===== config.mk =====
export PLATFORM = sky130hd
export DESIGN_NAME = seq_delay_timers
export DESIGN_NICKNAME = d
export VERILOG_FILES = /design/src/rtl/sdt_pkg.sv /design/src/rtl/sdt_src_select.sv /design/src/rtl/sdt_prescaler.sv /design/src/rtl/sdt_timer.sv /design/src/rtl/seq_delay_timers.sv
export SDC_FILE = /design/constraint.sdc
export NUM_CORES = 1
export LEC_CHECK = 0
export ABC_AREA = 1
export CAP_MARGIN = 40
export CORE_MARGIN = 5
export CORE_UTILIZATION = 39
export DETAILED_ROUTE_END_ITERATION = 10
export DONT_BUFFER_PORTS = 1
export GPL_TIMING_DRIVEN = 0
export REMOVE_ABC_BUFFERS = 1
export SLEW_MARGIN = 20
export SYNTH_ARGS = -nofsm -noshare
export SYNTH_HDL_FRONTEND = slang
export SYNTH_SLANG_ARGS = --single-unit

===== constraint.sdc =====
create_clock -name clk_i -period 2.2 [get_ports clk_i]
set_input_delay 0.11 -clock clk_i [delete_from_list [all_inputs] [get_ports clk_i]]
set_output_delay 0.11 -clock clk_i [all_outputs]
set_load 0.01 [all_outputs]

===== src/rtl/sdt_pkg.sv =====
package sdt_pkg;
  localparam int unsigned SDT_TIMERS  = 4;
  localparam int unsigned SDT_CNT_W   = 8;
  localparam int unsigned SDT_EXP_W   = 4;
  localparam int unsigned SDT_MIN_EXP = 5;
  localparam int unsigned SDT_MAX_EXP = 11;
  localparam int unsigned SDT_SYNC    = 2;

  typedef enum logic {
    SRC_REF = 1'b0,
    SRC_EXT = 1'b1
  } sdt_src_e;
endpackage


===== src/rtl/sdt_src_select.sv =====
module sdt_src_select
  import sdt_pkg::*;
#(
  parameter int unsigned SYNC_STAGES = SDT_SYNC
) (
  input  logic clk_i,
  input  logic rst_ni,
  input  logic ref_pulse_i,
  input  logic ext_clk_i,
  input  logic use_ext_i,
  output logic src_pulse_o
);
  // sync chain plus one extra stage that holds the previous level
  logic [SYNC_STAGES:0] sync_q;
  logic                 ext_rise;
  sdt_src_e             src_sel;

  always_ff @(posedge clk_i or negedge rst_ni) begin
    if (!rst_ni) sync_q <= '0;
    else         sync_q <= {sync_q[SYNC_STAGES-1:0], ext_clk_i};
  end

  assign ext_rise = sync_q[SYNC_STAGES-1] & ~sync_q[SYNC_STAGES];
  assign src_sel  = use_ext_i ? SRC_EXT : SRC_REF;

  always_comb begin
    unique case (src_sel)
      SRC_EXT: src_pulse_o = ext_rise;
      default: src_pulse_o = ref_pulse_i;
    endcase
  end

  // a synchronised edge gives one pulse only
  p_ext_single_r7: assert property (@(posedge clk_i) disable iff (!rst_ni)
    ext_rise |=> !ext_rise);
endmodule


===== src/rtl/sdt_prescaler.sv =====
module sdt_prescaler
  import sdt_pkg::*;
#(
  parameter int unsigned EXP_W   = SDT_EXP_W,
  parameter int unsigned MIN_EXP = SDT_MIN_EXP,
  parameter int unsigned MAX_EXP = SDT_MAX_EXP
) (
  input  logic             clk_i,
  input  logic             rst_ni,
  input  logic             pulse_i,
  input  logic [EXP_W-1:0] exp_i,
  output logic             tick_o
);
  localparam logic [EXP_W-1:0] ExpLo = EXP_W'(MIN_EXP);
  localparam logic [EXP_W-1:0] ExpHi = EXP_W'(MAX_EXP);

  logic [MAX_EXP-1:0] ord_q;
  logic [MAX_EXP-1:0] mask_c;
  logic [EXP_W-1:0]   exp_c;
  logic               tick_q;

  always_comb begin
    if (exp_i < ExpLo)      exp_c = ExpLo;
    else if (exp_i > ExpHi) exp_c = ExpHi;
    else                    exp_c = exp_i;
    mask_c = ~({MAX_EXP{1'b1}} << exp_c);
  end

  always_ff @(posedge clk_i or negedge rst_ni) begin
    if (!rst_ni) begin
      ord_q  <= '0;
      tick_q <= 1'b0;
    end else begin
      tick_q <= pulse_i && ((ord_q & mask_c) == mask_c);
      if (pulse_i) ord_q <= ord_q + 1'b1;
    end
  end

  assign tick_o = tick_q;

  // a tick always follows a source pulse
  p_tick_src_r2: assert property (@(posedge clk_i) disable iff (!rst_ni)
    tick_q |-> $past(pulse_i));
  // the divisor floor keeps ticks apart
  p_tick_gap_r2: assert property (@(posedge clk_i) disable iff (!rst_ni)
    tick_q |=> !tick_q);
endmodule


===== src/rtl/sdt_timer.sv =====
module sdt_timer
  import sdt_pkg::*;
#(
  parameter int unsigned CNT_W = SDT_CNT_W
) (
  input  logic             clk_i,
  input  logic             rst_ni,
  input  logic             tick_i,
  input  logic             start_i,
  input  logic [CNT_W-1:0] count_i,
  output logic             expired_o
);
  logic [CNT_W-1:0] elapsed_q;
  logic [CNT_W:0]   next_c;
  logic [CNT_W:0]   target_c;
  logic             expired_q;

  assign next_c   = {1'b0, elapsed_q} + 1'b1;
  assign target_c = (count_i == '0) ? (CNT_W+1)'(1) : {1'b0, count_i};

  always_ff @(posedge clk_i or negedge rst_ni) begin
    if (!rst_ni) begin
      elapsed_q <= '0;
      expired_q <= 1'b0;
    end else if (!start_i) begin
      elapsed_q <= '0;
      expired_q <= 1'b0;
    end else if (tick_i && !expired_q) begin
      elapsed_q <= next_c[CNT_W-1:0];
      if (next_c >= target_c) expired_q <= 1'b1;
    end
  end

  assign expired_o = expired_q;

  // a dropped start clears the flag on the next edge
  p_clear_on_stop_r6: assert property (@(posedge clk_i) disable iff (!rst_ni)
    !start_i |=> !expired_q);
  // the flag holds while start is held
  p_hold_r5: assert property (@(posedge clk_i) disable iff (!rst_ni)
    (expired_q && start_i) |=> expired_q);
  // the flag rises only on a tick
  p_rise_on_tick_r3: assert property (@(posedge clk_i) disable iff (!rst_ni)
    $rose(expired_q) |-> $past(tick_i));
endmodule


===== src/rtl/seq_delay_timers.sv =====
module seq_delay_timers
  import sdt_pkg::*;
#(
  parameter int unsigned NUM_TIMERS  = SDT_TIMERS,
  parameter int unsigned CNT_W       = SDT_CNT_W,
  parameter int unsigned EXP_W       = SDT_EXP_W,
  parameter int unsigned MIN_EXP     = SDT_MIN_EXP,
  parameter int unsigned MAX_EXP     = SDT_MAX_EXP,
  parameter int unsigned SYNC_STAGES = SDT_SYNC
) (
  input  logic                        clk_i,
  input  logic                        rst_ni,
  input  logic                        ref_pulse_i,
  input  logic                        ext_clk_i,
  input  logic                        use_ext_i,
  input  logic [EXP_W-1:0]            prescale_exp_i,
  input  logic [NUM_TIMERS-1:0]       start_i,
  input  logic [NUM_TIMERS*CNT_W-1:0] count_i,
  output logic [NUM_TIMERS-1:0]       expired_o
);
  logic src_pulse;
  logic tick;

  sdt_src_select #(.SYNC_STAGES(SYNC_STAGES)) u_src (
    .clk_i       (clk_i),
    .rst_ni      (rst_ni),
    .ref_pulse_i (ref_pulse_i),
    .ext_clk_i   (ext_clk_i),
    .use_ext_i   (use_ext_i),
    .src_pulse_o (src_pulse)
  );

  sdt_prescaler #(.EXP_W(EXP_W), .MIN_EXP(MIN_EXP), .MAX_EXP(MAX_EXP)) u_div (
    .clk_i   (clk_i),
    .rst_ni  (rst_ni),
    .pulse_i (src_pulse),
    .exp_i   (prescale_exp_i),
    .tick_o  (tick)
  );

  for (genvar gi = 0; gi < NUM_TIMERS; gi++) begin : g_tmr
    sdt_timer #(.CNT_W(CNT_W)) u_tmr (
      .clk_i     (clk_i),
      .rst_ni    (rst_ni),
      .tick_i    (tick),
      .start_i   (start_i[gi]),
      .count_i   (count_i[gi*CNT_W +: CNT_W]),
      .expired_o (expired_o[gi])
    );
  end
endmodule


Yosys cells after proc, flatten, opt, wreduce, memory -nomap -nowiden
Cells that the tools add are included.

Register bits after elaboration: 51. Bits of input ports: 45. Output and inout bits: 4. Logic and storage cells: 81.

$add $sub $neg: 5. Magnitude comparators: 6. Equal/unequal tests: 9. Shift operators: 1. Muxes and demuxes: 28. Bitwise gates (word level): 4. Reductions and logical operators: 17.

Operators by type and width (count): two-way mux 8 bit (12); adder 8 x 1 -> 9 bit (second input constant) (4); >= comparator 9 bit (4); logical NOT 8 bit (4); inequality test 2 x 1 -> 1 bit (second input constant) (8); two-way mux 1 bit (14); adder 11 x 1 -> 11 bit (second input constant) (1); AND 11 bit (1); == test 11 bit (1); NOT 11 bit (1); << shifter 11 x 4 -> 11 bit (first input constant) (1); two-way mux 4 bit (2); AND reduction 2 bit (4); logical AND 1 bit (5); greater-than comparator 4 bit (second input constant) (1); logical NOT 1 bit (4); less-than comparator 4 x 3 -> 1 bit (second input constant) (1); AND 1 bit (1); NOT 1 bit (1).

Longest topological paths before layout
Depth after elaboration: 8. Mapped depth: 15. Depth with buffers taken out: 15.

By module
A second synthesis with hierarchy kept.

Cell total of the unflattened synthesis: 451. Area total of the unflattened synthesis: 3569.7 um2.

Modules (own cells, without submodules): sdt_timer at g_tmr[0].u_tmr ... (times used 3, cells each 92, area each 701.9 um2, sequential area each 225.2 um2); sdt_timer at g_tmr[1].u_tmr (times used 1, cells each 91, area each 710.7 um2, sequential area each 225.2 um2); sdt_prescaler (times used 1, cells each 76, area each 658.1 um2, sequential area each 300.3 um2); sdt_src_select (times used 1, cells each 8, area each 95.1 um2, sequential area each 75.1 um2).

Least setup slack after synthesis
OpenSTA, ideal clock, no wires.

Path type: reg2reg. Start: register g_tmr[0].u_tmr.elapsed_q[0]. End: register g_tmr[0].u_tmr.expired_q. Library setup time: 118 ps. Arrival: 1689 ps. Data required time: 2082 ps. Setup slack: 393 ps. Cell stages (with the launch flop): 16. Buffers on the path: 0. Period minus slack after synthesis: 1807 ps. Cells stage by stage: dfrtp_1 -> ha_1 -> nand2_1 -> nor2_1 -> xor2_1 -> ha_1 -> nand2_1 -> nor2_1 -> o21ai_0 -> nand3_1 -> nand2_1 -> nand2_1 -> nand2_1 -> nand2_1 -> nand3_1 -> nand2_1.

Longest elaborated chain between the ends: 4.

Ends and longest elaborated chain: start, declared (line sdt_timer.sv:13) `logic [CNT_W-1:0] elapsed_q;`; start signal, assigned (line sdt_timer.sv:29) `elapsed_q <= next_c[CNT_W-1:0];`; adder 8 x 1 -> 9 bit (line sdt_timer.sv:18) `assign next_c = {1'b0, elapsed_q} + 1'b1;`; >= comparator 9 bit (line sdt_timer.sv:30) `if (next_c >= target_c) expired_q <= 1'b1;`; inequality test 2 x 1 -> 1 bit (no line); AND reduction 2 bit (no line); end signal, assigned (line sdt_timer.sv:24) `expired_q <= 1'b0;`; end signal, assigned (line sdt_timer.sv:27) `expired_q <= 1'b0;`; end signal, assigned (line sdt_timer.sv:30); end, declared (line sdt_timer.sv:16) `logic expired_q;`.

Every way passes these cells. A chain may end at the register's enable or synchronous reset.

Worst setup path after layout
Start: register g_tmr[3].u_tmr.elapsed_q[0]. End: register g_tmr[3].u_tmr.expired_q.

Longest elaborated chain between the ends: 4.

Ends and longest elaborated chain (line): start, declared (sdt_timer.sv:13); start signal, assigned (sdt_timer.sv:29); adder 8 x 1 -> 9 bit (sdt_timer.sv:18); >= comparator 9 bit (sdt_timer.sv:30); inequality test 2 x 1 -> 1 bit (no line); AND reduction 2 bit (no line); end signal, assigned (sdt_timer.sv:24); end signal, assigned (sdt_timer.sv:27); end signal, assigned (sdt_timer.sv:30); end, declared (sdt_timer.sv:16).

Every way passes these cells.

==> results.tsv <==
metric	value	unit
endpoints failing setup	0	
root buffer cell	clkbuf_8	
Layout Nets	532	
Cell Count, Final, Fillers Out	559	
total CTS buffers	5	
pwr dens	527	nW/µm²
CTS tree	built	
GP Congestion	0.807	
setup_tns	0	ps
worst min-delay path class	in -> reg	
Final ANT Viol Nets	0	
power share of the combinational group	0.128	
grt total ovfl	0	
Sink Count	51	
DR WL/cell	11.4	µm
ant diodes	0	
Vias/cell	4.87	
die width	104	µm
Residual DRC	0	
minimum clock period	1970	ps
Global Route Usage Sum	0.120	
flop2flop setup slack	230	ps
die height	104	µm
class of the most critical setup path	reg -> reg	
starting density of the core	0.397	
Rel. slew slack	0.691	
Primary FF master, synth	dfrtp_1	
fraction of layout cells with a size suffix above 1	0.0510	
Final Hold Fails	0	
synthesized netlist cell count	438	
row count	34	
largest net degree at the start of global routing	52	
Post-synth EDFFs	0	
Critical Path End Type	register	
status	complete, no violations	
first-pass GRT wire length	11200	µm
Int Pwr	1.49	mW
Crit-path slowest cell	dfrtp_1	
clk buf depth	2	
crit-path cells	ha_1 -> nand3_1 -> nor2_1 -> xor2_1 -> ha_1 -> a21oi_1 -> nand2_1 -> nand2_1 -> nand2_1 -> nand2_1 -> a21oi_1	
worst path arrival time	2150	ps
RSZ-0062 raised after global routing	no	
Yosys top cell area share	0.371	
cell taking the most area after synthesis	dfrtp_1	
IO Pins	49	
WP data required	2390	ps
Leak	2.12	nW
1st-iter DRT viols	58	
crit share post-route	0.895	
Slew @ Worst Pin	462	ps
Fmax achieved	508	MHz
Yosys warning total	0	
VDD IR-drop max	0.000298	V
Worst Hold Slack	38.6	ps
Post-Place Cells	541	
max-cap violations	0	
Avg Inst Size Synth	7.86	µm²
core area	8680	µm²
Worst-Skew Late Latency	290	ps
Distinct cells, synth	24	
area delta synth->final	9.96	%
sw power	0.511	mW
input/output buffers	0	
Max Clock Skew	6.33	ps
initial antenna violation count	0	
sw frac	0.256	
sequential share of power	0.542	
Clk network pwr share	0.330	
CP Launch Type	register	
critical path peak fanout	6	
first-pass iteration count of the detailed router	4	
dpl hpwl	5090	µm
max incr delay on CP	450	ps
Most common cell on crit path	nand2_1	
cell area after synthesis	3440	µm²
via count	2722	
Synth async-reset ratio	1.00	
sequential area share after synthesis	0.371	
Die Area	10800	µm²
synth top area cells	dfrtp_1 37%, ha_1 13%, nand2_1 11%	
CTS clock-pin slew for the worst setup and hold paths	90	ps
synthesis-stage register bit count	51	
Detailed Route WL	6360	µm
vias in the first global route	2683	
Max Slew Vio Count	0	
H-tree levels	2	
==> per-layer routing <==
| layer | part of all wire | vias to the layer above | GRT usage |
|---|---|---|---|
| met1 | 0.47 | 1262 | 0.152 |
| met5 | 0 | - | 0 |
| met3 | 0.036 | 2 | 0.0329 |
| li1 | - | 1424 | - |
| met4 | 0.0052 | 0 | 0.0222 |
| met2 | 0.48 | 34 | 0.206 |
==> layout make-up <==
cell class / instances / area [µm²]
tap: 108 / 135
inverter: 94 / 353
sequential: 51 / 1280
clock inverter: 2 / 35.0
multi-input combinational: 288 / 1790
fill: 916 / 4890
timing repair buffer: 10 / 113
clock buffer: 6 / 82.6
==> power by group through the flow <==
stage / clock network (mW) / logic [mW] / registers, mW
detailed placement: 0 / 0.223 / 1.10
finish: 0.658 / 0.256 / 1.08
CTS: 0.689 / 0.260 / 1.08
global route: 0.730 / 0.305 / 1.09
global placement: 0 / 0.211 / 1.10
floorplan: 0 / 0.183 / 1.08
==> registers in the layout, indices dropped and copies added (netlist names) <==
signal,flops
u_div.ord_q,11
u_div.tick_o,1
g_tmr.u_tmr.elapsed_q,32
u_src.sync_q,3
g_tmr.u_tmr.expired_o,4
==> critical path: cells and delay by family (launching register included) <==
| kind | cells | cell delay, ps |
|---|---|---|
| AND/OR/NAND/NOR | 6 | 480 |
| AO/OA/AOI/OAI | 2 | 180 |
| XOR/XNOR | 1 | 250 |
| flip-flops | 1 | 450 |
| adder cells (fa/ha/maj) | 2 | 500 |
==> what timing repair did <==
action,in CTS,in global routing
endpoints found under the setup margin,0,2
resized for setup,0,3
buffers inserted,0,2
hold buffers,8,0
hold endpoints to repair,63,0
==> stage by stage <==
| step | setup slack [ps] | power [mW] | area [µm²] | util |
|---|---|---|---|---|
| floorplan | 393 | 1.27 | 3400 | - |
| global placement | 189 | 1.31 | 3540 | 0.408 |
| detailed placement | 209 | 1.32 | 3540 | 0.408 |
| CTS | 183 | 2.03 | 3750 | 0.433 |
| global route | 28.1 | 2.13 | 3780 | 0.436 |
| finish | 232 | 2.00 | 3780 | 0.436 |
==> final timing paths <==
path,startpoint,to,cells past startpoint
worst max-delay path,g_tmr[3].u_tmr.elapsed_q[0]$_DFFE_PN0P_,g_tmr[3].u_tmr.expired_o$_DFFE_PN0P_,11
worst min-delay path,start_i[3],g_tmr[3].u_tmr.elapsed_q[5]$_DFFE_PN0P_,2
worst max register to register,g_tmr[3].u_tmr.elapsed_q[0]$_DFFE_PN0P_,g_tmr[3].u_tmr.expired_o$_DFFE_PN0P_,11
worst min register to register,u_src.sync_q[0]$_DFF_PN0_,u_src.sync_q[1]$_DFF_PN0_,0
max in group asynchronous,rst_ni,g_tmr[0].u_tmr.elapsed_q[7]$_DFFE_PN0P_,2
min in group asynchronous,rst_ni,u_div.ord_q[10]$_DFFE_PN0P_,2
==> cell usage after synthesis (2+ instances only) <==
master      n
nand4_2     2
nand3b_1    2
ha_1       37
a41o_1      4
nand3_1    23
nor4_1      5
o31ai_1     3
o22ai_1     8
xor2_1     24
buf_4       5
nand4_1     5
nor3_2      4
a21oi_1    11
xnor2_1     2
inv_1      94
nor2_1     14
a31oi_1     3
o21ai_0    33
dfrtp_1    51
nand2_1   104
==> kinds of logic after synthesis <==
logic type | Yosys count | synth area share
buffers and inverters | 99 | 0.113
AO/OA/AOI/OAI | 63 | 0.105
XOR/XNOR | 26 | 0.0662
adder cells (fa/ha/maj) | 37 | 0.134
flip-flops | 51 | 0.371
AND/OR/NAND/NOR | 162 | 0.210
==> cells in the final DEF (no fill, tap or decap), drive strengths merged <==
cell	count
nor4	5
dfrtp	51
o21ai	33
nand4	7
o2111ai	1
o22ai	8
ha	37
a41o	4
clkbuf	6
nand2	106
nor2	15
xor2	24
a21oi	11
o31ai	3
nand3b	2
nand3	23
nor3	4
clkinv	1
a31oi	3
inv	94
xnor2	2
buf	3
dlygate4sd3	7
bufinv	1
(Power assumes the default switching activity.)
